==> src/rtl/sio_irq_pkg.sv <==
package sio_irq_pkg;

  localparam int WORD_W = 32;

  // status word positions
  localparam int P_RX   = 0;
  localparam int P_LVL  = 3;   // four levels: DCD, DSR, CTS, RI from here up
  localparam int P_OVR  = 13;
  localparam int P_TX   = 25;

  // channel control enables
  localparam int C_MS   = 0;
  localparam int C_RX   = 2;
  localparam int C_TX   = 19;

  // global enables
  localparam int G_AGG  = 20;
  localparam int G_CARD = 0;

  // modem line index: 0 DCD, 1 DSR, 2 CTS, 3 RI
  localparam int N_MDM = 4;

  function automatic int chg_pos(input int k);
    case (k)
      0:       chg_pos = 18;
      1:       chg_pos = 16;
      2:       chg_pos = 17;
      default: chg_pos = 22;
    endcase
  endfunction

  localparam logic [WORD_W-1:0] CHG_MASK =
    (32'h1 << 16) | (32'h1 << 17) | (32'h1 << 18) | (32'h1 << 22);
  localparam logic [WORD_W-1:0] STICKY_MASK =
    CHG_MASK | (32'h1 << P_RX) | (32'h1 << P_OVR) | (32'h1 << P_TX);
  localparam logic [WORD_W-1:0] CTRL_MASK =
    (32'h1 << C_MS) | (32'h1 << C_RX) | (32'h1 << C_TX);
  localparam logic [WORD_W-1:0] AGG_MASK = 32'h1 << G_AGG;

endpackage

==> src/rtl/sio_irq_sync.sv <==
module sio_irq_sync #(
  parameter int WIDTH  = 4,
  parameter int STAGES = 2
) (
  input  logic             clk,
  input  logic             rst,
  input  logic [WIDTH-1:0] d_i,
  output logic [WIDTH-1:0] q_o
);

  logic [WIDTH-1:0] stage_q [STAGES];

  for (genvar s = 0; s < STAGES; s++) begin : g_stage
    if (s == 0) begin : g_first
      always_ff @(posedge clk) begin
        if (rst) stage_q[0] <= '0;
        else     stage_q[0] <= d_i;
      end
    end else begin : g_next
      always_ff @(posedge clk) begin
        if (rst) stage_q[s] <= '0;
        else     stage_q[s] <= stage_q[s-1];
      end
    end
  end

  assign q_o = stage_q[STAGES-1];

endmodule

==> src/rtl/sio_irq_chan.sv <==
module sio_irq_chan
  import sio_irq_pkg::*;
#(
  parameter int SYNC_STAGES = 2
) (
  input  logic              clk,
  input  logic              rst,
  input  logic              rx_evt_i,
  input  logic              ovr_evt_i,
  input  logic              tx_evt_i,
  input  logic [N_MDM-1:0]  mdm_i,
  input  logic              st_wr_i,
  input  logic              ct_wr_i,
  input  logic [WORD_W-1:0] wdata_i,
  output logic [WORD_W-1:0] status_o,
  output logic [WORD_W-1:0] ctrl_o,
  output logic              req_o
);

  logic [N_MDM-1:0]  lvl_s, lvl_prev_q, mdm_tgl;
  logic [WORD_W-1:0] evt_word, lvl_word, clr_word, sticky_q, ctrl_q;

  sio_irq_sync #(.WIDTH(N_MDM), .STAGES(SYNC_STAGES)) u_sync (
    .clk (clk),
    .rst (rst),
    .d_i (mdm_i),
    .q_o (lvl_s)
  );

  always_ff @(posedge clk) begin
    if (rst) lvl_prev_q <= '0;
    else     lvl_prev_q <= lvl_s;
  end

  assign mdm_tgl = lvl_s ^ lvl_prev_q;

  always_comb begin
    evt_word = '0;
    lvl_word = '0;
    evt_word[P_RX]  = rx_evt_i;
    evt_word[P_OVR] = ovr_evt_i;
    evt_word[P_TX]  = tx_evt_i;
    for (int k = 0; k < N_MDM; k++) begin
      evt_word[chg_pos(k)] = mdm_tgl[k];
      lvl_word[P_LVL + k]  = lvl_s[k];
    end
  end

  assign clr_word = st_wr_i ? (wdata_i & STICKY_MASK) : '0;

  // events override a clear in the same cycle
  always_ff @(posedge clk) begin
    if (rst) sticky_q <= '0;
    else     sticky_q <= ((sticky_q & ~clr_word) | evt_word) & STICKY_MASK;
  end

  always_ff @(posedge clk) begin
    if (rst)          ctrl_q <= '0;
    else if (ct_wr_i) ctrl_q <= wdata_i & CTRL_MASK;
  end

  logic cls_rx, cls_ms, cls_tx;
  assign cls_rx = (sticky_q[P_RX] | sticky_q[P_OVR]) & ctrl_q[C_RX];
  assign cls_ms = (|(sticky_q & CHG_MASK)) & ctrl_q[C_MS];
  assign cls_tx = sticky_q[P_TX] & ctrl_q[C_TX];

  assign req_o    = cls_rx | cls_ms | cls_tx;
  assign status_o = sticky_q | lvl_word;
  assign ctrl_o   = ctrl_q;

  // a set flag that is not written survives
  a_r2_sticky_hold: assert property (@(posedge clk) disable iff (rst)
    !st_wr_i |=> ((sticky_q & $past(sticky_q)) == $past(sticky_q)));

  // a toggle on a synchronized modem line leaves a change flag set
  a_r3_toggle_flags: assert property (@(posedge clk) disable iff (rst)
    (mdm_tgl != '0) |=> ((sticky_q & CHG_MASK) != '0));

  // a clear without a simultaneous event removes the flag
  a_r4_w1c: assert property (@(posedge clk) disable iff (rst)
    st_wr_i |=> ((sticky_q & $past(wdata_i & ~evt_word & STICKY_MASK)) == '0));

  // an event wins over a same-cycle clear
  a_r5_event_wins: assert property (@(posedge clk) disable iff (rst)
    (evt_word != '0) |=> ((sticky_q & $past(evt_word)) == $past(evt_word)));

  // only the three enable bits are ever held
  a_r6_ctrl_bits: assert property (@(posedge clk) disable iff (rst)
    ct_wr_i |=> (ctrl_q == $past(wdata_i & CTRL_MASK)));

endmodule

==> src/rtl/sio_irq_merge.sv <==
module sio_irq_merge #(
  parameter int NCH = 16
) (
  input  logic           clk,
  input  logic           rst,
  input  logic [NCH-1:0] raw_i,
  input  logic [NCH-1:0] mask_i,
  input  logic           agg_en_i,
  input  logic           card_en_i,
  output logic           irq_o
);

  logic [NCH-1:0] pending;
  logic           irq_q;

  assign pending = raw_i & ~mask_i;

  always_ff @(posedge clk) begin
    if (rst) irq_q <= 1'b0;
    else     irq_q <= (|pending) & agg_en_i & card_en_i;
  end

  assign irq_o = irq_q;

  // nothing pending keeps the line low
  a_r7_mask_blocks: assert property (@(posedge clk) disable iff (rst)
    (pending == '0) |=> !irq_o);

  // either enable low keeps the line low
  a_r8_two_enables: assert property (@(posedge clk) disable iff (rst)
    !(agg_en_i && card_en_i) |=> !irq_o);

  // a pending channel with both enables raises the line one edge later
  a_r9_one_cycle: assert property (@(posedge clk) disable iff (rst)
    ((pending != '0) && agg_en_i && card_en_i) |=> irq_o);

endmodule

==> src/rtl/sio_irq_agg.sv <==
module sio_irq_agg
  import sio_irq_pkg::*;
#(
  parameter int NCH         = 16,
  parameter int ADDR_W      = 6,
  parameter int SYNC_STAGES = 2
) (
  input  logic              clk,
  input  logic              rst,
  input  logic              reg_we,
  input  logic [ADDR_W-1:0] reg_addr,
  input  logic [31:0]       reg_wdata,
  output logic [31:0]       reg_rdata,
  input  logic [NCH-1:0]    rx_evt_i,
  input  logic [NCH-1:0]    ovr_evt_i,
  input  logic [NCH-1:0]    tx_evt_i,
  input  logic [NCH-1:0]    dcd_i,
  input  logic [NCH-1:0]    dsr_i,
  input  logic [NCH-1:0]    cts_i,
  input  logic [NCH-1:0]    ri_i,
  output logic              irq_o
);

  localparam int CH_W    = $clog2(NCH);
  localparam int CH_SPAN = 2 * NCH;
  localparam logic [ADDR_W-1:0] A_RAW  = ADDR_W'(CH_SPAN);
  localparam logic [ADDR_W-1:0] A_MASK = ADDR_W'(CH_SPAN + 1);
  localparam logic [ADDR_W-1:0] A_AGG  = ADDR_W'(CH_SPAN + 2);
  localparam logic [ADDR_W-1:0] A_CARD = ADDR_W'(CH_SPAN + 3);

  logic [WORD_W-1:0] status_w [NCH];
  logic [WORD_W-1:0] ctrl_w   [NCH];
  logic [NCH-1:0]    raw, st_wr, ct_wr;
  logic [NCH-1:0]    mask_q;
  logic [WORD_W-1:0] agg_q, card_q, rd_d, rd_q;
  logic [CH_W-1:0]   rd_ch;

  for (genvar g = 0; g < NCH; g++) begin : g_ch
    assign st_wr[g] = reg_we && (reg_addr == ADDR_W'(2 * g));
    assign ct_wr[g] = reg_we && (reg_addr == ADDR_W'(2 * g + 1));

    sio_irq_chan #(.SYNC_STAGES(SYNC_STAGES)) u_chan (
      .clk       (clk),
      .rst       (rst),
      .rx_evt_i  (rx_evt_i[g]),
      .ovr_evt_i (ovr_evt_i[g]),
      .tx_evt_i  (tx_evt_i[g]),
      .mdm_i     ({ri_i[g], cts_i[g], dsr_i[g], dcd_i[g]}),
      .st_wr_i   (st_wr[g]),
      .ct_wr_i   (ct_wr[g]),
      .wdata_i   (reg_wdata),
      .status_o  (status_w[g]),
      .ctrl_o    (ctrl_w[g]),
      .req_o     (raw[g])
    );
  end

  always_ff @(posedge clk) begin
    if (rst) begin
      mask_q <= '1;
      agg_q  <= '0;
      card_q <= '0;
    end else if (reg_we) begin
      if (reg_addr == A_MASK) mask_q <= reg_wdata[NCH-1:0];
      if (reg_addr == A_AGG)  agg_q  <= reg_wdata & AGG_MASK;
      if (reg_addr == A_CARD) card_q <= reg_wdata;
    end
  end

  sio_irq_merge #(.NCH(NCH)) u_merge (
    .clk       (clk),
    .rst       (rst),
    .raw_i     (raw),
    .mask_i    (mask_q),
    .agg_en_i  (agg_q[G_AGG]),
    .card_en_i (card_q[G_CARD]),
    .irq_o     (irq_o)
  );

  assign rd_ch = reg_addr[CH_W:1];

  always_comb begin
    rd_d = '0;
    if (reg_addr < ADDR_W'(CH_SPAN)) begin
      rd_d = reg_addr[0] ? ctrl_w[rd_ch] : status_w[rd_ch];
    end else begin
      case (reg_addr)
        A_RAW:   rd_d[NCH-1:0] = raw;
        A_MASK:  rd_d[NCH-1:0] = mask_q;
        A_AGG:   rd_d = agg_q;
        A_CARD:  rd_d = card_q;
        default: rd_d = '0;
      endcase
    end
  end

  always_ff @(posedge clk) begin
    if (rst) rd_q <= '0;
    else     rd_q <= rd_d;
  end

  assign reg_rdata = rd_q;

  // reset leaves every channel masked and the line low
  a_r1_reset_state: assert property (@(posedge clk)
    rst |=> ((mask_q == '1) && !irq_o && (agg_q == '0) && (card_q == '0)));

  // a write reaches at most one channel register
  a_r10_decode_onehot: assert property (@(posedge clk) disable iff (rst)
    $onehot0({st_wr, ct_wr}));

endmodule

==> config.mk <==
export PLATFORM = sky130hd
export DESIGN_NAME = sio_irq_agg
export DESIGN_NICKNAME = d
export VERILOG_FILES = /design/src/rtl/sio_irq_pkg.sv /design/src/rtl/sio_irq_sync.sv /design/src/rtl/sio_irq_chan.sv /design/src/rtl/sio_irq_merge.sv /design/src/rtl/sio_irq_agg.sv
export SDC_FILE = /design/constraint.sdc
export NUM_CORES = 1
export LEC_CHECK = 0
export ABC_AREA = 1
export BUFFER_PORTS_ARGS = -buffer_cell sky130_fd_sc_hd__buf_2
export CORE_ASPECT_RATIO = 2
export CORE_MARGIN = 4
export CORE_UTILIZATION = 58
export DETAILED_ROUTE_END_ITERATION = 6
export MAX_ROUTING_LAYER = met4
export PLACE_DENSITY = 0.89
export SLEW_MARGIN = 20
export SYNTH_ARGS = -nofsm -noshare
export SYNTH_HDL_FRONTEND = slang
export SYNTH_SLANG_ARGS = --single-unit
==> constraint.sdc <==
create_clock -name clk -period 1.6 [get_ports clk]
set_clock_uncertainty 0.05 [all_clocks]
set_input_delay 0.16 -clock clk [delete_from_list [all_inputs] [get_ports clk]]
set_output_delay 0.16 -clock clk [all_outputs]
set_load 0.02 [all_outputs]
==> results of run 1 <==
-- layout by cell type (no fill, tap or decap), types with 15 or more instances in the layout --
cell           instances
clkbuf_16             37
nand2_1              402
nor2_1               349
inv_1                364
o21ai_0              240
o22ai_1               18
dlygate4sd3_1        140
dfxtp_1              433
nand3_1               48
o211ai_1              36
xnor2_1               64
a21oi_1              204
buf_2                184
buf_4                105
buf_12                15
-- Yosys cell counts, types with 2 or more instances --
| cell type | n |
|---|---|
| nand2_1 | 406 |
| nand3_1 | 51 |
| o22ai_1 | 18 |
| dfxtp_1 | 434 |
| buf_4 | 10 |
| nor3_4 | 2 |
| inv_2 | 13 |
| inv_1 | 364 |
| clkbuf_1 | 68 |
| nand2_2 | 3 |
| nor3_1 | 10 |
| clkinv_1 | 2 |
| o21ai_1 | 5 |
| nor2_1 | 353 |
| nor2_4 | 11 |
| o21ai_0 | 242 |
| or2_2 | 3 |
| a21oi_1 | 206 |
| o211ai_1 | 36 |
| buf_6 | 4 |
| nor2_2 | 5 |
| o221ai_1 | 5 |
| xnor2_1 | 64 |
| nand4_1 | 2 |
| inv_4 | 2 |
| buf_2 | 25 |
| nand2_4 | 2 |
-- power breakdown --
part           switching (mW)  internal (mW)  leakage (nW)
registers               0.324           11.2          3.56
logic                    1.45           1.04          5.78
clock network            4.23           5.36         0.621
-- layer usage --
metal / wire length (um) / GRT usage / vias up
met5: 0 / - / -
met4: 8356 / 0.3977 / 0
met3: 4258 / 0.07614 / 501
met2: 31690 / 0.6629 / 1039
met1: 19610 / 0.3641 / 7958
li1: - / - / 8033
-- registers in the layout, indices dropped and copies added, names as in the netlist --
name	flops
g_ch.u_chan.u_sync.stage_q	128
g_ch.u_chan.sticky_q	112
g_ch.u_chan.lvl_prev_q	64
g_ch.u_chan.ctrl_o	48
card_q	32
reg_rdata	32
mask_q	16
agg_q	1
u_merge.irq_o	1
-- final cells by class --
| cell class | instances | area share |
|---|---|---|
| diodes | 7 | 0.0007941 |
| flip-flops and latches | 434 | 0.3939 |
| clock buffers | 45 | 0.04560 |
| well taps | 364 | 0.02065 |
| multi-input cells | 1428 | 0.3063 |
| inverters | 381 | 0.06506 |
| repair buffers | 445 | 0.1552 |
| clock inverters | 20 | 0.01242 |
-- worst max-delay path, cell delays in order (launching register included) --
cell     delay [ns]
dfxtp_1        0.33
nor2_1         0.12
nand2_1        0.10
nand2_1        0.09
nand3_2        0.11
nand2_2        0.11
nand2_1        0.10
nor2_1         0.13
nand2_2        0.12
nor2_4         0.13
nor2_1         0.05
-- cells by family (layout without fill, tap and decap cells) --
kind of cell | Yosys count | count (layout)
flops | 434 | 434
xor+xnor | 64 | 64
compound gates | 513 | 513
buf+inv | 489 | 891
other cells | 0 | 7
simple gates | 851 | 851
-- worst max-delay path by stage --
stage	end	slack, ns	depth (start not counted)
after global routing	u_merge.irq_o	-0.04	10
final	u_merge.irq_o	0.05	10
after floorplan	mask_q[10]	0.24	8
after global placement	g_ch[4].u_chan.ctrl_o[19]	-0.18	10
after CTS	u_merge.irq_o	0.002	10
after detailed placement	g_ch[0].u_chan.ctrl_o[2]	-0.23	9
-- timing repair --
item / CTS / global route
setup endpoints to repair: 2 / 17
cloned: 0 / 0
hold endpoints to repair: 158 / 0
gates resized for setup: 3 / 14
hold buffers: 140 / 0
==> insert_results.sql, run 1 <==
INSERT INTO impl_metrics (metric_group, metric, value, unit) VALUES
('status', 'status', 'complete, no violations', ''),
('setup_path', 'worst_r2r_path_depth', '10', ''),
('worst_hold_path', 'number_of_cells_on_the_worst_hold_path', '4', ''),
('setup_path', 'critical_path.endpoint_type', 'flip-flop', ''),
('power', 'ir_worst_vdd', '1.020', 'mV'),
('logic_synthesis', 'flip_flop_and_latch_count_after_synthesis', '434', ''),
('power', 'power.density_cell_area', '1072', 'mW/mm2'),
('die', 'core_area', '0.02951', 'mm2'),
('sta', 'endpoints_failing_hold', '0', ''),
('setup_path', 'reg2reg_to', 'u_merge.irq_o', ''),
('sta', 'number_of_endpoints_failing_setup_at_the_final_stage', '0', ''),
('clocking', 'postCtsSetupRepairBufs', '0', ''),
('worst_hold_path', 'holdPathEnd', 'card_q[16]', ''),
('setup_path', 'crit_path_max_fo', '3', ''),
('routing', 'finalWirelength', '63.92', 'mm'),
('power', 'p_total', '23.64', 'mW'),
('routing', 'post-route-drc-count', '0', ''),
('cells_and_area', 'layout_cells_sized_above_1', '0.1540', ''),
('sta', 'final_min_period_over_clock_period', '0.9674', ''),
('place', 'numPortBuffers', '185', ''),
('logic_synthesis', 'main_combinational_cell_family_by_area_after_synthesis', 'simple AND/OR/NAND/NOR gates', ''),
('clocking', 'worst_setup_hold_path_clk_slew', '0.07', 'ns'),
('routing', 'drt.antenna.violating_nets', '0', ''),
('die', 'floorplan.io_pins', '186', ''),
('logic_synthesis', 'synth_async_sr_flop_share', '0', ''),
('setup_path', 'timing.rr.start', 'g_ch[3].u_chan.sticky_q[17]', ''),
('routing', 'first_pass_iters', '6', ''),
('worst_hold_path', 'class_of_the_most_critical_hold_timing_path', 'in2reg', ''),
('cells_and_area', 'post_layout_nonfiller_instances', '3124', ''),
('sta', 'finalWorstPathRequiredPeriod', '1.548', 'ns'),
('sta', 'postLayoutSetupSlackWorst', '0.05214', 'ns'),
('clocking', 'cts_made_buffers', '37', ''),
('die', 'initial_utilization', '0.5875', ''),
('global_route', 'maximum_number_of_pins_on_one_net_before_global_route_repair', '114', ''),
('cells_and_area', 'fillerInstances', '2061', ''),
('logic_synthesis', 'postSynthNetCount', '2504', ''),
('sta', 'fmax', '646.1', 'MHz'),
('logic_synthesis', 'avgSynthCellArea', '7.375', 'um2'),
('sta', 'hold-worst-slack', '0.05128', 'ns'),
('logic_synthesis', 'synth_cell_type_count', '32', ''),
('cells_and_area', 'multi_input_comb_area', '0.006758', 'mm2'),
('sta', 'tns', '0', 'ns'),
('logic_synthesis', 'synthCells', '2351', ''),
('cells_and_area', 'finalCoreUtilization', '0.7476', ''),
('die', 'num_rows', '89', ''),
('setup_path', 'worstPathArrival', '1.95', 'ns'),
('place', 'preCtsSetupSlack', '-0.2277', 'ns'),
('global_route', 'track_usage', '0.3994', ''),
('die', 'die_area', '0.03289', 'mm2'),
('flow_run', 'cap_violations', '0', ''),
('logic_synthesis', 'mappedNetlistArea', '0.01734', 'mm2'),
('clocking', 'tritoncts', 'yes', ''),
('cells_and_area', 'layout.cell_area.non_filler', '0.02206', 'mm2'),
('logic_synthesis', 'yosysTopAreaCellShare', '0.5011', ''),
('setup_path', 'setup.worst_path.start_class', 'flip-flop', ''),
('cells_and_area', 'regArea', '0.008690', 'mm2'),
('routing', 'route.vias.total', '17531', ''),
('logic_synthesis', 'yosys.area_share.simple', '0.1989', ''),
('routing', 'drt_iter0_markers', '1737', ''),
('setup_path', 'criticalPathCategory', 'reg2reg', ''),
('logic_synthesis', 'synth_edf_count', '0', ''),
('routing', 'wl_per_cell', '20.46', 'um'),
('setup_path', 'internal_reg_to_reg_setup_slack', '0.05', 'ns'),
('global_route', 'gr-total-overflow', '0', ''),
('die', 'height_of_the_chip', '252.5', 'um'),
('sta', 'worst_pin_slew', '0.6938', 'ns'),
('power', 'power.static_leakage', '9.957', 'nW'),
('sta', 'final-max-slew-violation-count', '0', ''),
('clocking', 'clock_path_buffers', '3', ''),
('logic_synthesis', 'ys_warn_count', '0', ''),
('logic_synthesis', 'synth.area.mux_share', '0', '');
Power figures use the tool's default switching activity.
==> inputs of run 2 (changes only) <==
--- a/config.mk
+++ b/config.mk
@@ -7,3 +7,2 @@
 export LEC_CHECK = 0
-export ABC_AREA = 1
 export BUFFER_PORTS_ARGS = -buffer_cell sky130_fd_sc_hd__buf_2
--- a/constraint.sdc
+++ b/constraint.sdc
@@ -4,2 +4,2 @@
 set_output_delay 0.16 -clock clk [all_outputs]
-set_load 0.02 [all_outputs]
+set_load 0.01 [all_outputs]
==> run 2 against run 1 <==
Net effect:
- the flow now finishes with violations (DRC, setup timing)
- global-route usage increased by 3.3 points
- synthesized cell count decreased by 25%
- worst hold slack got worse by 0.018 ns
- flip-flop and latch count unchanged
- wire length increased by 6.1%
- setup slack got worse by 0.32 ns
- via count decreased by 7.4%
- clock-buffer cell count increased by 7
- critical path type unchanged
- largest cell class unchanged
- non-clock buffer count increased by 195
==> insert_results.sql, run 2 <==
INSERT INTO impl_metrics (metric_group, metric, value, unit) VALUES
('logic_synthesis', 'yosysTopAreaCellShare', '0.5166', ''),
('logic_synthesis', 'synth_cell_type_count', '48', ''),
('routing', 'drt.antenna.violating_nets', '0', ''),
('die', 'num_rows', '88', ''),
('setup_path', 'worstPathArrival', '2.26', 'ns'),
('logic_synthesis', 'main_combinational_cell_family_by_area_after_synthesis', 'simple AND/OR/NAND/NOR gates', ''),
('sta', 'endpoints_failing_hold', '0', ''),
('sta', 'postLayoutSetupSlackWorst', '-0.2724', 'ns'),
('logic_synthesis', 'synth.top_cells.by_area', 'dfxtp_1 52%, nor2b_1 7.9%, mux4_2 5.8%', ''),
('flow_run', 'cap_violations', '0', ''),
('logic_synthesis', 'flip_flop_and_latch_count_after_synthesis', '434', ''),
('global_route', 'global_route.usage.met1', '0.4223', ''),
('global_route', 'track_usage', '0.4319', ''),
('global_route', 'grt_pass1_vias', '17231', ''),
('clocking', 'cts_max_level', '2', ''),
('setup_path', 'cell_with_the_largest_stage_delay_on_the_worst_path', 'nor4_1', ''),
('sta', 'number_of_endpoints_failing_setup_at_the_final_stage', '13', ''),
('routing', 'first_pass_iters', '7', ''),
('routing', 'route.vias.total', '16229', ''),
('setup_path', 'path_cells', 'nor4_1, buf_4, o32ai_1, nor4_1, buf_4, nand3_2, o21a_1', ''),
('global_route', 'global_route_wire_length_before_repair', '101.2', 'mm'),
('cells_and_area', 'layout_top_registers', 'g_ch.u_chan.u_sync.stage_q: 128 flops, g_ch.u_chan.sticky_q: 112 flops, g_ch.u_chan.lvl_prev_q: 64 flops', ''),
('routing', 'drt_iter0_markers', '1810', ''),
('routing', 'avgViaCountPerCell', '6.004', ''),
('logic_synthesis', 'synthXorXnorAreaFrac', '0.03333', ''),
('logic_synthesis', 'avgSynthCellArea', '9.600', 'um2'),
('setup_path', 'criticalPathCategory', 'reg2reg', ''),
('sta', 'final-max-slew-violation-count', '0', ''),
('logic_synthesis', 'post_synth_fa_ha_maj_area_fraction', '0', ''),
('logic_synthesis', 'postSynthNetCount', '1905', ''),
('power', 'ir_worst_vdd', '1.112', 'mV'),
('logic_synthesis', 'library_cell_with_the_highest_instance_count_after_synthesis', 'dfxtp_1', ''),
('cells_and_area', 'largest-register', 'g_ch.u_chan.u_sync.stage_q', ''),
('clocking', 'clock_sink_count', '434', ''),
('worst_hold_path', 'class_of_the_most_critical_hold_timing_path', 'in2reg', ''),
('cells_and_area', 'syn2layout_area_growth', '39.58', '%'),
('power', 'power.density_cell_area', '1016', 'mW/mm2'),
('clocking', 'tritoncts', 'yes', ''),
('logic_synthesis', 'synth.area.mux_share', '0.09574', ''),
('cells_and_area', 'layout_cells_sized_above_1', '0.3155', ''),
('global_route', 'grt_util_met3', '0.08240', ''),
('global_route', 'gr-max-usage-layer', 'met2', ''),
('cells_and_area', 'layout_commonest_cell', 'dfxtp_1', ''),
('logic_synthesis', 'synth_edf_count', '0', ''),
('logic_synthesis', 'synth_seq_area_share', '0.5166', ''),
('cells_and_area', 'mostFrequentLayoutCells', '395 x dfxtp_1, 285 x buf_4, 231 x nand2_1', ''),
('sta', 'max-slew-margin-rel', '0.4736', ''),
('clocking', 'cts_made_buffers', '38', ''),
('setup_path', 'critical_path.endpoint_type', 'flip-flop', ''),
('routing', 'wl_per_cell', '25.09', 'um'),
('sta', 'fmax', '534.1', 'MHz'),
('die', 'core_area', '0.02874', 'mm2'),
('die', 'floorplan.io_pins', '186', ''),
('global_route', 'gr-total-overflow', '0', ''),
('cells_and_area', 'largest_register_ff_count', '128', ''),
('setup_path', 'timing.critical_path.required', '1.99', 'ns'),
('sta', 'finalWorstPathRequiredPeriod', '1.872', 'ns'),
('logic_synthesis', 'synth_flop_cell', 'dfxtp_1', ''),
('sta', 'rsz0062_at_grt', 'yes', ''),
('logic_synthesis', 'yosys.area_share.simple', '0.2024', ''),
('die', 'initial_utilization', '0.5852', ''),
('sta', 'hold-worst-slack', '0.03347', 'ns'),
('sta', 'worst_pin_slew', '0.7896', 'ns'),
('clocking', 'worst_setup_hold_path_clk_slew', '0.07', 'ns'),
('setup_path', 'max_stage_delay', '0.38', 'ns'),
('logic_synthesis', 'synth_async_sr_flop_share', '0', ''),
('global_route', 'initial_antenna_violation_count', '1', ''),
('clocking', 'worst_skew_pair.late_latency', '0.56', 'ns'),
('logic_synthesis', 'commonest_cells_in_the_synthesized_netlist', '434 x dfxtp_1, 231 x nand2_1, 213 x nor2b_1, 189 x a21oi_1, 165 x nor2_1', ''),
('die', 'die_area', '0.03195', 'mm2'),
('status', 'failed_checks', 'DRC, setup timing', ''),
('global_route', 'maximum_number_of_pins_on_one_net_before_global_route_repair', '175', ''),
('logic_synthesis', 'ys_warn_count', '0', ''),
('setup_path', 'setup.worst_path.start_class', 'flip-flop', ''),
('global_route', 'met2_usage_grt', '0.7180', ''),
('routing', 'post-route-drc-count', '3', ''),
('cells_and_area', 'num-nets-final', '2467', ''),
('die', 'height_of_the_chip', '248.8', 'um'),
('place', 'finalWeightedCongestion', '1.046', ''),
('place', 'hpwl', '43.02', 'mm'),
('logic_synthesis', 'synth_area_leader_cell', 'dfxtp_1', ''),
('status', 'status', 'complete, but fails checks', ''),
('logic_synthesis', 'synth-compound-area-share', '0.1204', ''),
('place', 'preCtsSetupSlack', '-0.4442', 'ns'),
('routing', 'finalWirelength', '67.81', 'mm'),
('die', 'die_outline_width', '128.4', 'um'),
('setup_path', 'crit_path_max_fo', '3', ''),
('setup_path', 'internal_reg_to_reg_setup_slack', '-0.27', 'ns'),
('power', 'power.static_leakage', '9.813', 'nW'),
('sta', 'final_min_period_over_clock_period', '1.170', ''),
('logic_synthesis', 'synthCells', '1752', ''),
('place', 'numPortBuffers', '185', ''),
('logic_synthesis', 'mappedNetlistArea', '0.01682', 'mm2'),
('clocking', 'cts_root_buf', 'clkbuf_16', ''),
('clocking', 'clock_path_buffers', '3', '');
-- run 2: changes by cell type in the layout (fill, tap and decap cells not counted), sizes merged, moves of 30 or more --
cell    before  now
mux2i        0   45
xor2         0   64
inv        382    3
nand3       51   21
nand2      411  232
o211ai      36    2
xnor2       64    0
mux4         0   43
nor2       370  170
buf        304  504
nor2b        0  213
o21ai      247   24
-- run 2: per-stage QoR --
| step | power (mW) | util | setup TNS, ns | cell area, um2 | cells |
|---|---|---|---|---|---|
| 2_1_floorplan | 12.76 | - | -1.885 | 16900 | 1752 |
| 3_3_place_gp | 13.83 | 0.7027 | -54.49 | 20190 | 2489 |
| 3_5_place_dp | 13.93 | 0.7027 | -60.24 | 20190 | 2489 |
| 4_1_cts | 23.54 | 0.8046 | -1.054 | 23120 | 2694 |
| 5_1_grt | 24.40 | 0.8169 | -1.623 | 23480 | 2703 |
| 6_report | 23.86 | 0.8169 | -1.188 | 23480 | 2703 |
-- run 2: logic make-up (layout without fill, tap and decap cells) --
kind of cell / Yosys count / in the layout
other: 0 / 1
multiplexers: 105 / 105
AND/OR/NAND/NOR: 694 / 694
flip-flops: 434 / 434
buffers and inverters: 121 / 711
XOR/XNOR: 64 / 64
AO/OA/AOI/OAI: 334 / 334
-- run 2: layout make-up --
type	instances	area, um2
sequential	434	8745
timing repair buffer	640	4955
fill	1594	5263
multi-input combinational	1197	8043
antenna	1	2.502
tap	360	450.4
clock inverter	16	193.9
clock buffer	52	1075
inverter	3	11.26
-- run 2: layer usage --
metal / wire length (um) / share of wire / up-vias
met5: 0 / 0 / -
met1: 22030 / 0.32 / 7681
li1: - / - / 7100
met4: 7305 / 0.11 / 0
met2: 33800 / 0.50 / 1003
met3: 4671 / 0.069 / 445
-- run 2: final timing paths --
check                                         endpoint  cells past startpoint                                  from
setup / recovery                         u_merge.irq_o                      7           g_ch[0].u_chan.sticky_q[16]
hold reg to reg   g_ch[14].u_chan.u_sync.stage_q[1][1]                      1  g_ch[14].u_chan.u_sync.stage_q[0][1]
setup reg to reg                         u_merge.irq_o                      7           g_ch[0].u_chan.sticky_q[16]
hold / removal                              card_q[13]                      3                                   rst
-- run 2: power by group --
part           leakage (nW)  total, mW  switching [mW]  internal, mW
registers              3.57       11.6           0.342          11.2
clock network         0.607       9.54            4.29          5.25
logic                  5.63       2.75            1.37          1.38
total                  9.81       23.9            5.99          17.9
-- run 2: critical path, delay by kind of cell (launching register included) --
family	cells	cell delay [ns]
and+or+nand+nor	3	0.70
buffers and inverters	2	0.38
DFF	1	0.35
AOI/OAI and AO/OA	2	0.26
-- run 2: timing repair --
item                                    CTS  global route
endpoints found under the setup margin   16            26
hold endpoints to repair                149             0
buffers inserted                          6             8
pin swaps                                18            13
resized for setup                        81            60
hold buffers                            135             0
